<file path="src/rtl/lightload_mode_pkg.sv">
package lightload_mode_pkg;

  typedef enum logic [1:0] {
    PH_PWM  = 2'd0,
    PH_HSON = 2'd1,
    PH_LSON = 2'd2,
    PH_IDLE = 2'd3
  } phase_e;

  // light-load indication used for PWM-to-PFM qualification
  function automatic logic light_load(input logic ls_zero, input logic pk_below_mode);
    return ls_zero | pk_below_mode;
  endfunction

  // high-side phase ends when the output has risen or the current limit tripped
  function automatic logic hs_done(input logic below_hi, input logic pk_above_lim);
    return (!below_hi) | pk_above_lim;
  endfunction

endpackage

</file>
<file path="src/rtl/persist_qual.sv">
module persist_qual #(
  parameter int QUAL_CYCLES = 32
) (
  input  logic clk,
  input  logic rst_n,
  input  logic clear,
  input  logic cond,
  output logic done
);
  localparam int CW = $clog2(QUAL_CYCLES + 1);
  localparam logic [CW-1:0] LAST = CW'(QUAL_CYCLES - 1);

  logic [CW-1:0] run_q;

  assign done = cond && !clear && (run_q == LAST);

  always_ff @(posedge clk or negedge rst_n) begin
    if (!rst_n)             run_q <= '0;
    else if (clear || !cond) run_q <= '0;
    else if (run_q != LAST) run_q <= run_q + 1'b1;
  end
endmodule

</file>
<file path="src/rtl/pfm_sequencer.sv">
module pfm_sequencer
  import lightload_mode_pkg::*;
(
  input  logic   clk,
  input  logic   rst_n,
  input  logic   force_pwm,
  input  logic   below_hi,
  input  logic   below_lo,
  input  logic   below_lo2,
  input  logic   ls_zero,
  input  logic   pk_above_lim,
  input  logic   qual_done,
  output phase_e phase
);
  phase_e phase_d;
  logic   exit_req;

  assign exit_req = force_pwm || below_lo2;

  always_comb begin
    phase_d = phase;
    if (phase == PH_PWM) begin
      if (!force_pwm && qual_done) phase_d = PH_IDLE;
    end else if (exit_req) begin
      phase_d = PH_PWM;
    end else begin
      case (phase)
        PH_HSON: if (hs_done(below_hi, pk_above_lim)) phase_d = PH_LSON;
        PH_LSON: if (ls_zero) phase_d = below_hi ? PH_HSON : PH_IDLE;
        PH_IDLE: if (below_lo) phase_d = PH_HSON;
        default: phase_d = PH_PWM;
      endcase
    end
  end

  always_ff @(posedge clk or negedge rst_n) begin
    if (!rst_n) phase <= PH_PWM;
    else        phase <= phase_d;
  end
endmodule

</file>
<file path="src/rtl/gate_decode.sv">
module gate_decode
  import lightload_mode_pkg::*;
(
  input  phase_e phase,
  output logic   pfm_mode,
  output logic   hs_en,
  output logic   ls_en
);
  assign pfm_mode = (phase != PH_PWM);
  assign hs_en    = (phase == PH_HSON);
  assign ls_en    = (phase == PH_LSON);
endmodule

</file>
<file path="src/rtl/lightload_mode_ctrl.sv">
module lightload_mode_ctrl
  import lightload_mode_pkg::*;
#(
  parameter int QUAL_CYCLES = 32
) (
  input  logic clk,
  input  logic rst_n,
  input  logic force_pwm,
  input  logic below_hi,
  input  logic below_lo,
  input  logic below_lo2,
  input  logic ls_zero,
  input  logic pk_below_mode,
  input  logic pk_above_lim,
  output logic pfm_mode,
  output logic hs_en,
  output logic ls_en
);
  phase_e phase;
  logic   qual_cond;
  logic   qual_clear;
  logic   qual_done;

  assign qual_cond  = light_load(ls_zero, pk_below_mode);
  assign qual_clear = force_pwm || (phase != PH_PWM);

  persist_qual #(.QUAL_CYCLES(QUAL_CYCLES)) qual_i (
    .clk   (clk),
    .rst_n (rst_n),
    .clear (qual_clear),
    .cond  (qual_cond),
    .done  (qual_done)
  );

  pfm_sequencer seq_i (
    .clk          (clk),
    .rst_n        (rst_n),
    .force_pwm    (force_pwm),
    .below_hi     (below_hi),
    .below_lo     (below_lo),
    .below_lo2    (below_lo2),
    .ls_zero      (ls_zero),
    .pk_above_lim (pk_above_lim),
    .qual_done    (qual_done),
    .phase        (phase)
  );

  gate_decode dec_i (
    .phase    (phase),
    .pfm_mode (pfm_mode),
    .hs_en    (hs_en),
    .ls_en    (ls_en)
  );
endmodule

</file>
<file path="config.mk">
export PLATFORM = sky130hd
export DESIGN_NAME = lightload_mode_ctrl
export DESIGN_NICKNAME = d
export VERILOG_FILES = /design/src/rtl/lightload_mode_pkg.sv /design/src/rtl/persist_qual.sv /design/src/rtl/pfm_sequencer.sv /design/src/rtl/gate_decode.sv /design/src/rtl/lightload_mode_ctrl.sv
export SDC_FILE = /design/constraint.sdc
export NUM_CORES = 1
export LEC_CHECK = 0
export BUFFER_PORTS_ARGS = -buffer_cell sky130_fd_sc_hd__buf_4
export CORE_AREA = 8 8 45 47
export DETAILED_ROUTE_END_ITERATION = 10
export DIE_AREA = 0 0 53 55
export SETUP_SLACK_MARGIN = 0.05
export SYNTH_ARGS = -nofsm -noshare
export SYNTH_HDL_FRONTEND = slang
export SYNTH_SLANG_ARGS = --single-unit
</file>
<file path="constraint.sdc">
create_clock -name clk -period 1.9 [get_ports clk]
set_input_delay 0.19 -clock clk [delete_from_list [all_inputs] [get_ports clk]]
set_output_delay 0.19 -clock clk [all_outputs]
set_load 0.01 [all_outputs]
</file>
[Word level (Yosys, flattened, before mapping)]
Cells that the tools add are included.
Cells by class
  add/subtract/negate cells: 1
  equality and inequality tests: 9
  muxes and demuxes: 10
  bitwise gates (word level): 2
  reductions and logical operators: 14
Operators with widths (count)
  2-bit two-way mux: 7
  6-bit two-way mux: 2
  4-bit by 2-bit != test with 1-bit output (second input constant): 2
  6-bit by 1-bit adder with 6-bit output (second input constant): 1
  6-bit by 5-bit == test with 1-bit output (second input constant): 1
  6-bit by 5-bit != test with 1-bit output (second input constant): 1
  2-bit one-hot mux with 3 select lines: 1
  2-bit == test (second input constant): 2
  1-bit logical NOT: 4
  4-bit by 1-bit != test with 1-bit output (second input constant): 1
  4-bit AND reduction: 1
  2-bit nonzero test: 2
  1-bit logical AND: 3
  1-bit logical OR: 3
  2-bit by 1-bit == test with 1-bit output (second input constant): 1
  2-bit logical NOT: 1
  2-bit != test (second input constant): 1
  1-bit OR: 2
Word-level totals
  bits in registers: 8
  bits of input ports: 9
  output and inout port bits: 3

[Logic depth before layout (Yosys ltp)]
  depth in word-level cells: 8
  mapped depth: 5

[Cells and area by module]
Synthesis repeated with hierarchy kept, for this count alone.
Unflattened totals
  cell total of the unflattened synthesis: 57
  area, all modules: 503.0 um^2
Modules (own cells, without submodules)
  persist_qual: instances 1, cells an instance 35, area each 321.6 um^2
  pfm_sequencer: instances 1, cells an instance 17, area each 150.1 um^2
  gate_decode: instances 1, cells an instance 3, area each 18.8 um^2
  lightload_mode_ctrl: instances 1, cells an instance 2, area each 12.5 um^2

[Worst setup path after synthesis]
Ideal clock, no wire load.
  path kind: register to register
  start: reg qual_i.run_q[0]
  end: reg qual_i.run_q[4]
  setup time: 0.086 ns
  data arrival time: 1.238 ns
  required time: 1.814 ns
  slack: 0.576 ns
  cell stages (with the launch flop): 6
  path buffers: 1
  cells stage by stage: dfrtp_1 -> ha_1 -> and3_1 -> clkbuf_2 -> and3_1 -> nor3_1
On the way
  longest elaborated chain between the ends: 3
Ends and longest elaborated chain
  start: declaration: line persist_qual.sv:13  | logic [CW-1:0] run_q;
  start signal: assignment: line persist_qual.sv:20  | else if (run_q != LAST) run_q <= run_q + 1'b1;
  6-bit by 1-bit adder with 6-bit output: line persist_qual.sv:20
  6-bit two-way mux: line persist_qual.sv:20
  6-bit two-way mux: line persist_qual.sv:19  | else if (clear || !cond) run_q <= '0;
Parallel ways exist; a longest one is shown, timed or not. The select of a mux whose other input is x is not followed.
A chain may end at the register's enable or synchronous reset.

[Final worst setup path]
Ends and elaborated chain as after synthesis.

==> qor.csv <==
stage,metric,value,unit
clock_network,h-tree-depth,1,
power,power.leakage,0.286,nW
worst_setup_path,crit_slowest_cell,dfrtp_1,
worst_setup_path,max_stage_delay,0.40,ns
hold_path,holdCritStartpoint,below_lo2,
worst_setup_path,path_buf_inv,0,
placement,place_area,581,um^2
finish,regArea,200,um^2
worst_setup_path,path_cells,ha_1 > and3_1 > and3_1 > nor3_1,
worst_setup_path,ff2ff_path_depth,4,
placement,place_inst,80,
timing,finalClockSkew,0.00564,ns
logic_synthesis,async_reset_ff_share,100,%
route,num_vias,444,
worst_setup_path,cp_data_required_time,2.07,ns
finish,final_area,613,um^2
route,drc,0,
route,via_per_inst,5.29,
timing,tightest_slew,0.305,ns
logic_synthesis,yosysWarnings,0,
logic_synthesis,synth_cell_types,27,
route,routedWlPerCell,12.6,um
worst_setup_path,critPathTopFamily,simple AND/OR/NAND/NOR gates,
power,total_power,0.000496,W
worst_setup_path,critical_path_arrival,1.54,ns
finish,area_delta_synth_final,26.9,%
logic_synthesis,synth.avg_cell_area,8.94,um^2
timing,finalSetupViolCount,0,
timing,slew_violations,0,
logic_synthesis,ys.flop_type,dfrtp_1,
floorplanning,core-area,1380,um^2
worst_setup_path,cp_common_cell,and3_1,
global_routing,grt_pass1_vias,464,
clock_network,clock_latency,0.26,ns
logic_synthesis,yosysSeqAreaShare,41.5,%
route,wirelength,1.06,mm
clock_network,holdBufCountCts,1,
placement,hpwl,799,um
floorplanning,rows,14,
timing,tns,0,ns
global_routing,grt_start_max_net_pins,9,
clock_network,root_buffer,clkbuf_4,
flow_run,cap_violations,0,
power,ir_drop,0.289,mV
floorplanning,start_util,34.9,%
timing,whs,0.240,ns
timing,timing.fmax,727,MHz
worst_setup_path,path_depth,4,
finish,final_layout_size_suffix_gt1_share,25.0,%
logic_synthesis,syn_inst,54,
route,ant_nets,0,
power,power_density,809,nW/um^2
logic_synthesis,syn_area,483,um^2
hold_path,whs_path_depth,3,
hold_path,min_to,seq_i.phase[1],
timing,rsz0062_at_grt,false,
clock_network,cts_num_sinks,8,
timing,slew-limit-headroom,79.6,%
finish,final_cells,84,
clock_network,tritoncts,yes,
outcome,outcome,"complete, no violations",
global_routing,antenna_found_initial,0,
logic_synthesis,yosys-top-cells-area,"dfrtp_1, nor3_1, a21oi_1",
global_routing,grt_pass1_wl,2.01,mm
worst_setup_path,r2r_setup_slack,0.52,ns
clock_network,cts_resized,0,
worst_setup_path,crit_path_end_kind,flip-flop,
timing,fin_crit,1.38,ns
clock_network,clkSlewWorstSetupHoldPaths,0.06,ns
timing,finalHoldViolations,0,
clock_network,clock_path_buffers,2,
global_routing,grt_overflow,0,
finish,fin_nets,80,
logic_synthesis,syn-num-nets,64,
worst_setup_path,cp_max_fo,7,
worst_setup_path,r2r_end,qual_i.run_q[4],
logic_synthesis,synth-edff-count,0,
logic_synthesis,ys_ff_latch,8,
hold_path,hold_class,in2reg,
worst_setup_path,reg2reg_from,qual_i.run_q[0],
route,first_pass_iters,3,
placement,numPortBuffers,11,
floorplanning,die_y,55,um
finish,multiInputGateArea,274,um^2
placement,gp_congestion,0.770,
route,drtIter0Drc,6,
timing,fin_crit_sh,72.4,%
worst_setup_path,crit_type,reg2reg,
floorplanning,ioPinCount,12,
clock_network,cts_setup_buffers,0,
logic_synthesis,synth_area_leader_cell,dfrtp_1,
logic_synthesis,synth_top_area_share,41.5,%
worst_setup_path,cp-start-kind,flip-flop,
floorplanning,dieArea,2920,um^2
finish,fill_cells,139,
finish,diodes,0,
clock_network,cts_made_buffers,3,
floorplanning,die_w,53,um
global_routing,track_usage,9.34,%
area by class of cell:
| cell class | count | share of cell area (%) |
|---|---|---|
| sequential | 8 | 32.7 |
| tap | 16 | 3.27 |
| multi-input combinational | 44 | 44.7 |
| timing repair buffer | 12 | 15.1 |
| inverter | 1 | 0.612 |
| clock buffer | 3 | 3.67 |
how the worst max path moves through the flow:
| stage | endpoint | slack (ns) | startpoint |
|---|---|---|---|
| floorplan | qual_i.run_q[4] | 0.58 | qual_i.run_q[0] |
| global placement | qual_i.run_q[4] | 0.60 | qual_i.run_q[0] |
| detailed placement | qual_i.run_q[4] | 0.56 | qual_i.run_q[0] |
| CTS | qual_i.run_q[4] | 0.53 | qual_i.run_q[0] |
| global route | qual_i.run_q[4] | 0.42 | qual_i.run_q[0] |
| finish | qual_i.run_q[4] | 0.52 | qual_i.run_q[0] |
registers in the layout (all words and copies together), names as in the netlist:
register,flops
seq_i.phase,2
qual_i.run_q,6
cell usage in the layout, fill, tap and decap left out:
| master | n |
|---|---|
| a21boi_0 | 1 |
| a21oi_1 | 4 |
| a31o_2 | 1 |
| a31oi_1 | 2 |
| and2b_1 | 1 |
| and3_1 | 3 |
| buf_4 | 11 |
| clkbuf_4 | 3 |
| dfrtp_1 | 8 |
| dlygate4sd3_1 | 1 |
| ha_1 | 1 |
| inv_1 | 1 |
| mux2i_1 | 1 |
| nand2_1 | 2 |
| nand2b_1 | 1 |
| nand2b_4 | 1 |
| nand3_1 | 3 |
| nand4_1 | 1 |
| nor2_1 | 5 |
| nor2b_1 | 3 |
| nor3_1 | 5 |
| o211a_1 | 1 |
| o21ai_0 | 2 |
| o21ba_2 | 1 |
| o22ai_1 | 1 |
| o31ai_1 | 1 |
| or2_1 | 1 |
| or2b_1 | 1 |
| or4_1 | 1 |
cells in the mapped netlist (2+ instances only):
| cell | count |
|---|---|
| nand2_1 | 2 |
| o21ai_0 | 2 |
| nor2b_1 | 3 |
| nor2_1 | 5 |
| a31oi_1 | 2 |
| a21oi_1 | 4 |
| dfrtp_1 | 8 |
| nor3_1 | 5 |
| and3_1 | 3 |
| nand3_1 | 3 |
worst register-to-register path, cell delays in order (launching register included):
cell and delay [ns]:
dfrtp_1 0.40, ha_1 0.26, and3_1 0.27, and3_1 0.20
nor3_1 0.16
metal layers:
layer	part of all wire [%]	vias up	GRT usage, %
li1	-	228	-
met4	2.4	0	7.76
met2	44	14	13.9
met5	0	-	0
met1	48	198	11.1
met3	4.9	4	2.41
report_power, final:
group / total (W) / internal, W / switching (W)
Sequential: 0.000211 / 0.000189 / 0.0000219
Combinational: 0.000153 / 0.0000837 / 0.0000690
Clock: 0.000132 / 0.0000724 / 0.0000600
through the flow:
step,utilization (%),setup WS [ns]
after floorplan,-,0.576
after global placement,42.0,0.598
after detailed placement,42.0,0.556
after CTS,44.3,0.531
after global routing,44.3,0.422
final,44.3,0.524
cells by family after synthesis:
| group | count (synthesis) | share of synthesized area (%) |
|---|---|---|
| AND/OR/NAND/NOR | 28 | 32.9 |
| AO/OA/AOI/OAI | 14 | 19.2 |
| flip-flops | 8 | 41.5 |
| buffers and inverters | 2 | 1.81 |
| multiplexers | 1 | 2.07 |
| adder cells (fa/ha/maj) | 1 | 2.59 |
Note: power is estimated with default switching activity, not from simulation.
